==> src/rtl/rdctr_pkg.sv <==
package rdctr_pkg;

  localparam logic [7:0] CMD_RD_CTR = 8'hA5;
  localparam int         TRAIL_LEN  = 10;
  localparam int         CTR_W      = 32;

  typedef enum logic [2:0] {
    ST_IDLE, ST_TA_LO, ST_TA_HI, ST_DATA, ST_TRAIL, ST_ONES
  } st_t;

  // one byte into a reflected CRC16 (0xA001), LSB first
  function automatic logic [15:0] crc16_byte(input logic [15:0] crc_in,
                                             input logic [7:0]  b);
    logic [15:0] c;
    logic        fb;
    c = crc_in;
    for (int i = 0; i < 8; i++) begin
      fb = c[0] ^ b[i];
      c  = c >> 1;
      if (fb) c = c ^ 16'hA001;
    end
    return c;
  endfunction

endpackage

==> src/rtl/rdctr_debounce.sv <==
module rdctr_debounce #(
  parameter int DEB_CYCLES = 16
) (
  input  logic clk,
  input  logic rst_n,
  input  logic trig_n,
  output logic evt
);
  localparam int CW = $clog2(DEB_CYCLES + 1);

  logic [1:0]    sync_q;
  logic [CW-1:0] low_cnt;
  logic          armed;

  always_ff @(posedge clk) begin
    if (!rst_n) begin
      sync_q  <= 2'b11;
      low_cnt <= '0;
      armed   <= 1'b1;
      evt     <= 1'b0;
    end else begin
      sync_q <= {sync_q[0], trig_n};
      evt    <= 1'b0;
      if (sync_q[1]) begin
        low_cnt <= '0;
        armed   <= 1'b1;
      end else if (armed) begin
        if (low_cnt == CW'(DEB_CYCLES - 1)) begin
          evt     <= 1'b1;
          armed   <= 1'b0;
          low_cnt <= '0;
        end else begin
          low_cnt <= low_cnt + 1'b1;
        end
      end
    end
  end


  single_evt_chk: assert property (@(posedge clk) disable iff (!rst_n)
    evt |=> !evt);

endmodule

==> src/rtl/rdctr_counters.sv <==
module rdctr_counters
  import rdctr_pkg::*;
#(
  parameter int PAGE_W   = 4,
  parameter int CTR_BASE = 12
) (
  input  logic                       clk,
  input  logic                       rst_n,
  input  logic                       copy_done,
  input  logic [PAGE_W-1:0]          copy_page,
  input  logic                       evt_a,
  input  logic                       evt_b,
  output logic [3:0][CTR_W-1:0]      ctrs
);

  for (genvar i = 0; i < 4; i++) begin : g_ctr
    logic inc;
    if (i < 2) begin : g_copy
      assign inc = copy_done && (copy_page == PAGE_W'(CTR_BASE + i));
    end else if (i == 2) begin : g_trig_a
      assign inc = evt_a;
    end else begin : g_trig_b
      assign inc = evt_b;
    end

    always_ff @(posedge clk) begin
      if (!rst_n)   ctrs[i] <= '0;
      else if (inc) ctrs[i] <= ctrs[i] + 1'b1;
    end


    ctr_step_chk: assert property (@(posedge clk) disable iff (!rst_n)
      (ctrs[i] != $past(ctrs[i])) |-> (ctrs[i] == CTR_W'($past(ctrs[i]) + 1'b1)));
  end

endmodule

==> src/rtl/rdctr_stream.sv <==
module rdctr_stream
  import rdctr_pkg::*;
#(
  parameter int ADDR_W     = 9,
  parameter int DEB_CYCLES = 16
) (
  input  logic                   clk,
  input  logic                   rst_n,
  input  logic                   seq_abort,
  input  logic                   in_valid,
  output logic                   in_ready,
  input  logic [7:0]             in_data,
  output logic                   out_valid,
  input  logic                   out_ready,
  output logic [7:0]             out_data,
  output logic [ADDR_W-1:0]      mem_addr,
  input  logic [7:0]             mem_rdata,
  input  logic                   copy_done,
  input  logic [ADDR_W-6:0]      copy_page,
  input  logic                   trig_a_n,
  input  logic                   trig_b_n
);
  localparam int OFS_W     = 5;
  localparam int PAGE_W    = ADDR_W - OFS_W;
  localparam int NUM_PAGES = 1 << PAGE_W;
  localparam int CTR_BASE  = NUM_PAGES - 4;

  st_t                    st_q;
  logic [ADDR_W-1:0]      addr_q;
  logic [7:0]             ta_lo_q;
  logic [3:0]             idx_q;
  logic [15:0]            crc_q;
  logic [CTR_W-1:0]       snap_q;
  logic [3:0][CTR_W-1:0]  ctrs;
  logic                   evt_a, evt_b;
  logic [PAGE_W-1:0]      page;
  logic                   has_ctr, in_fire, out_fire;

  rdctr_debounce #(.DEB_CYCLES(DEB_CYCLES)) u_deb_a (
    .clk(clk), .rst_n(rst_n), .trig_n(trig_a_n), .evt(evt_a));
  rdctr_debounce #(.DEB_CYCLES(DEB_CYCLES)) u_deb_b (
    .clk(clk), .rst_n(rst_n), .trig_n(trig_b_n), .evt(evt_b));

  rdctr_counters #(.PAGE_W(PAGE_W), .CTR_BASE(CTR_BASE)) u_ctrs (
    .clk(clk), .rst_n(rst_n), .copy_done(copy_done), .copy_page(copy_page),
    .evt_a(evt_a), .evt_b(evt_b), .ctrs(ctrs));

  assign page      = addr_q[ADDR_W-1:OFS_W];
  assign has_ctr   = page >= PAGE_W'(CTR_BASE);
  assign mem_addr  = addr_q;
  assign in_ready  = (st_q == ST_IDLE) || (st_q == ST_TA_LO) || (st_q == ST_TA_HI);
  assign out_valid = (st_q == ST_DATA) || (st_q == ST_TRAIL) || (st_q == ST_ONES);
  assign in_fire   = in_valid && in_ready;
  assign out_fire  = out_valid && out_ready;

  always_comb begin
    out_data = 8'hFF;
    case (st_q)
      ST_DATA:  out_data = mem_rdata;
      ST_TRAIL: begin
        if (idx_q < 4'd4)       out_data = snap_q[idx_q[1:0]*8 +: 8];
        else if (idx_q < 4'd8)  out_data = 8'h00;
        else if (idx_q == 4'd8) out_data = ~crc_q[7:0];
        else                    out_data = ~crc_q[15:8];
      end
      default:  out_data = 8'hFF;
    endcase
  end

  always_ff @(posedge clk) begin
    if (!rst_n) begin
      st_q    <= ST_IDLE;
      addr_q  <= '0;
      ta_lo_q <= '0;
      idx_q   <= '0;
      crc_q   <= '0;
      snap_q  <= '0;
    end else if (seq_abort) begin
      st_q <= ST_IDLE;
    end else begin
      case (st_q)
        ST_IDLE: if (in_fire && in_data == CMD_RD_CTR) begin
          crc_q <= crc16_byte(16'h0000, in_data);
          st_q  <= ST_TA_LO;
        end
        ST_TA_LO: if (in_fire) begin
          ta_lo_q <= in_data;
          crc_q   <= crc16_byte(crc_q, in_data);
          st_q    <= ST_TA_HI;
        end
        ST_TA_HI: if (in_fire) begin
          addr_q <= ADDR_W'({in_data, ta_lo_q});
          crc_q  <= crc16_byte(crc_q, in_data);
          st_q   <= ST_DATA;
        end
        ST_DATA: if (out_fire) begin
          crc_q <= crc16_byte(crc_q, mem_rdata);
          if (addr_q[OFS_W-1:0] == '1) begin
            st_q   <= ST_TRAIL;
            idx_q  <= '0;
            snap_q <= has_ctr ? ctrs[page[1:0]] : '1;
          end else begin
            addr_q <= addr_q + 1'b1;
          end
        end
        ST_TRAIL: if (out_fire) begin
          idx_q <= idx_q + 1'b1;
          if (idx_q < 4'd8) crc_q <= crc16_byte(crc_q, out_data);
          if (idx_q == 4'(TRAIL_LEN - 1)) begin
            if (page == '1) begin
              st_q <= ST_ONES;
            end else begin
              addr_q <= addr_q + 1'b1;
              crc_q  <= '0;
              st_q   <= ST_DATA;
            end
          end
        end
        default: ;
      endcase
    end
  end


  stall_hold_chk: assert property (@(posedge clk) disable iff (!rst_n)
    (out_valid && !out_ready && !seq_abort) |=> (out_valid && $stable(out_data)));


  abort_idle_chk: assert property (@(posedge clk) disable iff (!rst_n)
    seq_abort |=> (in_ready && !out_valid));


  addr_step_chk: assert property (@(posedge clk) disable iff (!rst_n)
    (st_q == ST_DATA && out_fire && !seq_abort && mem_addr[OFS_W-1:0] != '1)
      |=> (mem_addr == $past(mem_addr) + 1'b1));

endmodule

==> config.mk <==
export PLATFORM = sky130hd
export DESIGN_NAME = rdctr_stream
export DESIGN_NICKNAME = d
export VERILOG_FILES = /design/src/rtl/rdctr_pkg.sv /design/src/rtl/rdctr_debounce.sv /design/src/rtl/rdctr_counters.sv /design/src/rtl/rdctr_stream.sv
export SDC_FILE = /design/constraint.sdc
export NUM_CORES = 1
export LEC_CHECK = 0
export BUFFER_PORTS_ARGS = -buffer_cell sky130_fd_sc_hd__clkbuf_2
export CAP_MARGIN = 25
export CORE_ASPECT_RATIO = 0.75
export CORE_MARGIN = 1
export CORE_UTILIZATION = 56
export DETAILED_ROUTE_END_ITERATION = 7
export PLACE_DENSITY = 0.76
export SETUP_SLACK_MARGIN = 0.4
export SYNTH_ARGS = -nofsm -noshare
export SYNTH_HDL_FRONTEND = slang
export SYNTH_SLANG_ARGS = --single-unit
==> constraint.sdc <==
create_clock -name clk -period 3.2 [get_ports clk]
set_input_delay 0.8 -clock clk [delete_from_list [all_inputs] [get_ports clk]]
set_output_delay 0.8 -clock clk [all_outputs]
set_load 0.01 [all_outputs]
======== Yosys cells after proc, flatten, opt, wreduce, memory -nomap -nowiden ========
Cells that the tools add are included.
Widths: inputs -> output; s select.
word-level totals
  input port bits ......................... 28
  word-level logic and storage cells ...... 387
  output and inout port bits .............. 19
  register bits ........................... 218
cells by class
  bitwise operators ....................... 80
  equal/unequal tests ..................... 23
  mux-type cells .......................... 229
  $lt $le $gt $ge ......................... 4
  shift operators ......................... 1
  add/subtract/negate cells ............... 8
  reduce and logical (&&, ||, !) cells .... 24
operators by type and width
  operator               count
  $mux 16                193
  $add 32x1->32 const B  4
  $not 2->3              36
  $pmux 16 s5            1
  $bmux 32 s2            1
  $mux 32                2
  $mux 9                 6
  $xor 1x1->1            38
  $shiftx 32x6->8        1
  $pmux 9 s3             1
  $mux 3                 8
  $mux 8                 3
  $eq 4x4->1 const B     5
  $not 8->8              2
  $pmux 8 s2             1
  $reduce_and 8->1       2
  $pmux 3 s5             1
  $mux 4                 3
  $ne 2x2->1 const B     6
  $add 5x1->5 const B    2
  $eq 5x4->1 const B     2
  $mux 5                 2
  $add 9x1->9 const B    1
  $eq 8x8->1 const B     1
  other kinds (25)       47

======== Depth between registers and ports, before layout ========
  word-level depth ........................ 61
  mapped depth ............................ 12
  gate-level depth less buffers ........... 10

======== Modules after synthesis ========
From an unflattened synthesis, not the netlist that was laid out.
unflattened totals
  cells, all modules ...................... 1359
  area total of the unflattened synthesis .. 12443.2 um^2
by module, submodules not included
  module          area each (um^2)  cells each  seq. area each (um^2)  times used
  rdctr_counters  6040.8            707         2562.5                 1
  rdctr_stream    5699.2            582         1441.4                 1
  rdctr_debounce  351.6             35          180.2                  2

======== Worst setup path before layout ========
No wires, ideal clock.
  kind .................................... flip-flop to flip-flop
  from .................................... register idx_q[1]
  to ...................................... register crc_q[15]
  arrival time ............................ 3.107 ns
  clock period less this slack ............ 3.230 ns
  data required time ...................... 3.077 ns
  cell stages (with the launch flop) ...... 13
  slack ................................... -0.030 ns
  setup time .............................. 0.123 ns
  path buffers ............................ 2
  cell sequence ........................... dfxtp_1 buf_2 inv_1 ha_1 nor2b_1 buf_2 o211ai_1 a31oi_2 xnor3_1 xnor3_2 xnor3_1 a221oi_1 nor2_1
on the way
  elaborated cells on any way between the ends .. 65
  those cells by class .................... order compare: 2; eq/ne: 2; shift: 1; mux: 52; bitwise: 8
RTL lines
  item                                                                     RTL line             RTL
  start: declaration                                                       rdctr_stream.sv:31   logic [3:0] idx_q;
  start signal: assignment                                                 rdctr_stream.sv:107  idx_q <= idx_q + 1'b1;
  parallel branches: the longest is 3 deep, another holds $shiftx 32x6->8  n/a
  $mux 8 (*)                                                               rdctr_stream.sv:61   if (idx_q < 4'd4) out_data = snap_q[idx_q[1:0]*8 +: 8];
  $pmux 8 s2 (*)                                                           rdctr_stream.sv:58   case (st_q)
  via out_data[4]                                                          rdctr_stream.sv:15   output logic [7:0] out_data,
  $xor 1x1->1 (*)                                                          rdctr_pkg.sv:18      fb = c[0] ^ b[i];
  $mux 16 (*)                                                              rdctr_pkg.sv:20      if (fb) c = c ^ 16'hA001;
  $mux 16 (*)                                                              rdctr_stream.sv:108  if (idx_q < 4'd8) crc_q <= crc16_byte(crc_q, out_data);
  $mux 16 (*)                                                              rdctr_stream.sv:106  ST_TRAIL: if (out_fire) begin
  [... 16 more ...]                                                        n/a
  $mux 16 (*)                                                              rdctr_stream.sv:71   if (!rst_n) begin
  $xor 1x1->1 (*)                                                          rdctr_pkg.sv:18
  $mux 16 (*)                                                              rdctr_pkg.sv:20
  $mux 16 (*)                                                              rdctr_stream.sv:108
  $mux 16                                                                  rdctr_stream.sv:110  if (page == '1) begin
  $mux 16 (*)                                                              rdctr_stream.sv:109  if (idx_q == 4'(TRAIL_LEN - 1)) begin
  $mux 16 (*)                                                              rdctr_stream.sv:106
  $pmux 16 s5 (*)                                                          rdctr_stream.sv:81   case (st_q)
  end signal: assignment                                                   rdctr_stream.sv:83   crc_q <= crc16_byte(16'h0000, in_data);
  end signal: assignment                                                   rdctr_stream.sv:88   crc_q <= crc16_byte(crc_q, in_data);
  end signal: assignment                                                   rdctr_stream.sv:108
  end: declaration                                                         rdctr_stream.sv:32   logic [15:0] crc_q;
Mark *: on every way through the listed nets, which the timed path passes. The select of a mux whose other input is x is not followed.
A chain may end at the register's enable or synchronous reset.

======== Worst setup path after layout ========
  from .................................... register idx_q[0]
  to ...................................... output port out_data[2]
on the way
  cells in the longest elaborated chain, start to end .. 5
  elaborated cells on any way between the ends .. 8
  those cells by class .................... order compare: 2; eq/ne: 1; shift: 1; mux: 4
RTL lines
  item                                                                     RTL line
  parallel branches: the longest is 3 deep, another holds $shiftx 32x6->8  n/a
  $mux 8 (*)                                                               rdctr_stream.sv:61
  $pmux 8 s2 (*)                                                           rdctr_stream.sv:58
  end: declaration                                                         rdctr_stream.sv:15
Every way passes the cells marked *.

==> results.py <==
metrics = {
    "status": {
        "status": "completed",
    },
    "cells_and_area": {
        "fin_cells": 1625,
        "antenna_cells": 0,
        "stdcell_area_um2": 13400,
        "fin_nets": 1371,
        "drive_above_1_share": 0.188,
        "synthToLayoutAreaGrowth_pct": 14.3,
    },
    "power_and_ir_drop": {
        "total_leakage_power_nw": 4.81,
        "cellPowerDensity_nw_per_um2": 431,
        "vdd_ir_drop_max_v": 0.000428,
    },
    "floorplan": {
        "dieArea_um2": 21500,
        "io_pins": 47,
        "rows": 45,
        "initial_utilization": 0.574,
        "die_width_um": 169,
        "chipHeight_um": 127,
        "core_um2": 20400,
    },
    "global_routing": {
        "grtUsageTotal": 0.279,
        "met2_usage": 0.400,
        "grt_use_met3": 0.0418,
        "antenna_found_initial": 0,
        "grt_pass1_wl_um": 47400,
        "grt.met1_usage": 0.436,
        "busiest_layer": "met1",
        "grt_start_max_net_pins": 62,
        "grt_pass1_vias": 8742,
        "overflow": 0,
    },
    "placed_design": {
        "post-place-cells": 1572,
        "place_congestion": 0.939,
        "hpwl_um": 21400,
        "io_buffers": 46,
        "place_area_um2": 12400,
    },
    "logic_synthesis": {
        "syn_area_um2": 11700,
        "ys_ff_latch": 218,
        "synthTopCellsByArea": "dfxtp_1 37%, mux4_2 7.7%, xnor2_1 6.2%, xor2_1 6.2%, nor2_1 5.4%",
        "async_flop_share": 0,
        "synth_fp_nets": 1316,
        "seq_area_frac_synth": 0.373,
        "netlist.area_leader.share": 0.373,
        "synth-main-ff-cell": "dfxtp_1",
        "synth_cell_types": 67,
        "synth_warnings": 0,
        "yosysTopAreaCell": "dfxtp_1",
        "syn_area_per_cell_um2": 9.20,
        "synth_enable_flop_cells": 0,
        "netlist_instances": 1273,
    },
    "critical_path": {
        "required_ps": 2400,
        "cp_max_fo": 6,
        "cp.arrival_ps": 2220,
        "crit_type": "flop to primary output",
        "endpoint_kind": "primary output",
        "start_kind": "flop",
    },
    "sta": {
        "rsz0062_at_grt": "true",
        "worst_clock_skew_ps": 9.53,
        "fmax_ghz": 0.331,
        "finalCriticalPeriod_ps": 3020,
        "setup_violations": 0,
        "fin_crit_sh": 0.943,
        "final-hold-violation-count": 0,
        "tns_ps": 0,
        "drv_slew": 0,
        "holdWs_ps": 440,
        "tightest_slew_ps": 907,
        "slew_headroom": 0.393,
    },
    "clock_tree": {
        "cts_root_buf": "clkbuf_16",
        "cts.sinks": 218,
        "clock_insertion_delay_worst_skew_ps": 530,
        "cts.htree.levels": 1,
        "ctsLongestPathBuffers": 3,
        "clk_pin_slew_worst_paths_ps": 60,
        "cts_tree": "built",
        "cts_buffers": 23,
    },
    "route": {
        "drt_pre_antenna_iters": 5,
        "wirelength_um": 29800,
        "vias_per_cell": 5.97,
        "wl_per_cell_um": 18.3,
        "vias": 9702,
        "drcViolationCount": 0,
        "drt_iter0_drc": 955,
        "ant_nets": 0,
    },
    "hold_path": {
        "hold_class": "flop to flop",
    },
    "job": {
        "max-cap-violations": 0,
    },
}
[layout by cell type (no fill, tap or decap), types with 4 or more instances in the layout]
| cell | count |
|---|---|
| and4_1 | 13 |
| a21oi_1 | 49 |
| nand2b_1 | 15 |
| nand3_1 | 45 |
| a31oi_2 | 5 |
| o211ai_1 | 15 |
| a221o_1 | 7 |
| nor2b_1 | 9 |
| a211oi_1 | 5 |
| o21ai_0 | 38 |
| inv_1 | 27 |
| buf_4 | 50 |
| nor3_1 | 15 |
| buf_6 | 5 |
| ha_1 | 14 |
| nand2_1 | 111 |
| mux2_2 | 5 |
| a22oi_1 | 9 |
| nor2_1 | 168 |
| nor3b_1 | 5 |
| or3_1 | 24 |
| dfxtp_1 | 215 |
| mux4_2 | 40 |
| clkbuf_16 | 23 |
| and3_1 | 22 |
| xor2_1 | 83 |
| clkbuf_2 | 41 |
| xnor3_1 | 10 |
| xnor2_1 | 83 |
| mux2i_1 | 14 |
| and2_1 | 22 |
| o221a_2 | 32 |
| clkbuf_8 | 4 |
| clkinv_2 | 4 |
| nand3b_1 | 8 |
| nand4_1 | 34 |
[cells in the mapped netlist, types with 7 or more instances]
master	number
inv_1	31
a21oi_1	50
nand4_1	34
xor2_1	83
nand3_1	45
o221a_2	32
xnor3_1	10
nand3b_1	8
a221o_1	7
and2_1	22
nor3_1	17
nor2b_1	9
ha_1	15
clkbuf_1	56
and4_1	13
or3_1	24
mux4_2	40
nand2b_1	15
o211ai_1	15
xnor2_1	83
and3_1	22
a22oi_1	9
o21ai_0	38
dfxtp_1	218
mux2i_1	15
nor2_1	168
buf_2	9
nand2_1	112
[kinds of logic after synthesis]
| family | Yosys count | share of synthesized area |
|---|---|---|
| and+or+nand+nor | 510 | 0.212 |
| DFF | 218 | 0.373 |
| AOI/OAI and AO/OA | 189 | 0.119 |
| buffers and inverters | 102 | 0.0354 |
| xor gates and xnor gates | 179 | 0.149 |
| muxes | 60 | 0.0946 |
| adders and majority gates | 15 | 0.0160 |
[cell type report]
class	instances	area, um^2
Clock buffer	28	634
Clock inverter	12	164
Timing Repair Buffer	101	702
Sequential cell	218	4370
Fill cell	1669	7010
Inverter	31	119
Tap cell	282	353
Multi-Input combinational cell	953	7030
[worst max-delay path: stages (launching register included)]
cell and delay [ps]:
dfxtp_4 390, buf_4 120, mux4_2 490, and2_4 190, o32a_4 390, buf_6 120
[through the flow]
| stage | util | setup slack (ps) | power [mW] |
|---|---|---|---|
| 2_1_floorplan | - | 339 | 2.93 |
| 3_3_place_gp | 0.608 | 297 | 3.00 |
| 3_5_place_dp | 0.608 | 235 | 3.01 |
| 4_1_cts | 0.652 | 255 | 5.81 |
| 5_1_grt | 0.656 | 138 | 5.94 |
| 6_report | 0.656 | 183 | 5.77 |
[path summary, 6_finish.rpt]
| kind | startpoint | cells after the start | slack [ps] | to |
|---|---|---|---|---|
| setup / recovery | idx_q[0] | 5 | 180 | out_data[2] |
| hold / removal | u_deb_b.sync_q[1] | 2 | 440 | u_deb_b.armed |
| hold reg to reg | u_deb_b.sync_q[1] | 2 | 440 | u_deb_b.armed |
| setup reg to reg | idx_q[0] | 11 | 290 | crc_q[15] |
[layer usage]
metal  up-vias  part of all wire
met3        45             0.087
met5         -                 0
met1      4619              0.48
met2       391              0.41
li1       4647                 -
met4         0             0.020
[report_power, final]
group	switching [mW]	internal [mW]
registers	0.00301	2.72
clock network	1.15	1.67
logic	0.133	0.0966
total	1.29	4.48
[registers in the layout (all words and copies together) (netlist names)]
register         flops
crc_q               16
idx_q                4
mem_addr             9
snap_q              32
st_q                 3
ta_lo_q              8
u_ctrs.ctrs        128
u_deb_a.armed        1
u_deb_a.evt          1
u_deb_a.low_cnt      5
u_deb_a.sync_q       2
u_deb_b.armed        1
u_deb_b.evt          1
u_deb_b.low_cnt      5
u_deb_b.sync_q       2
[what timing repair did]
action                     in CTS  in global routing
resized for setup               8                 16
hold buffers                    0                  0
setup endpoints to repair      12                 16
pin swaps                       9                  5
buffers inserted               10                  3
No activity file was read; power rests on OpenSTA's default activity.
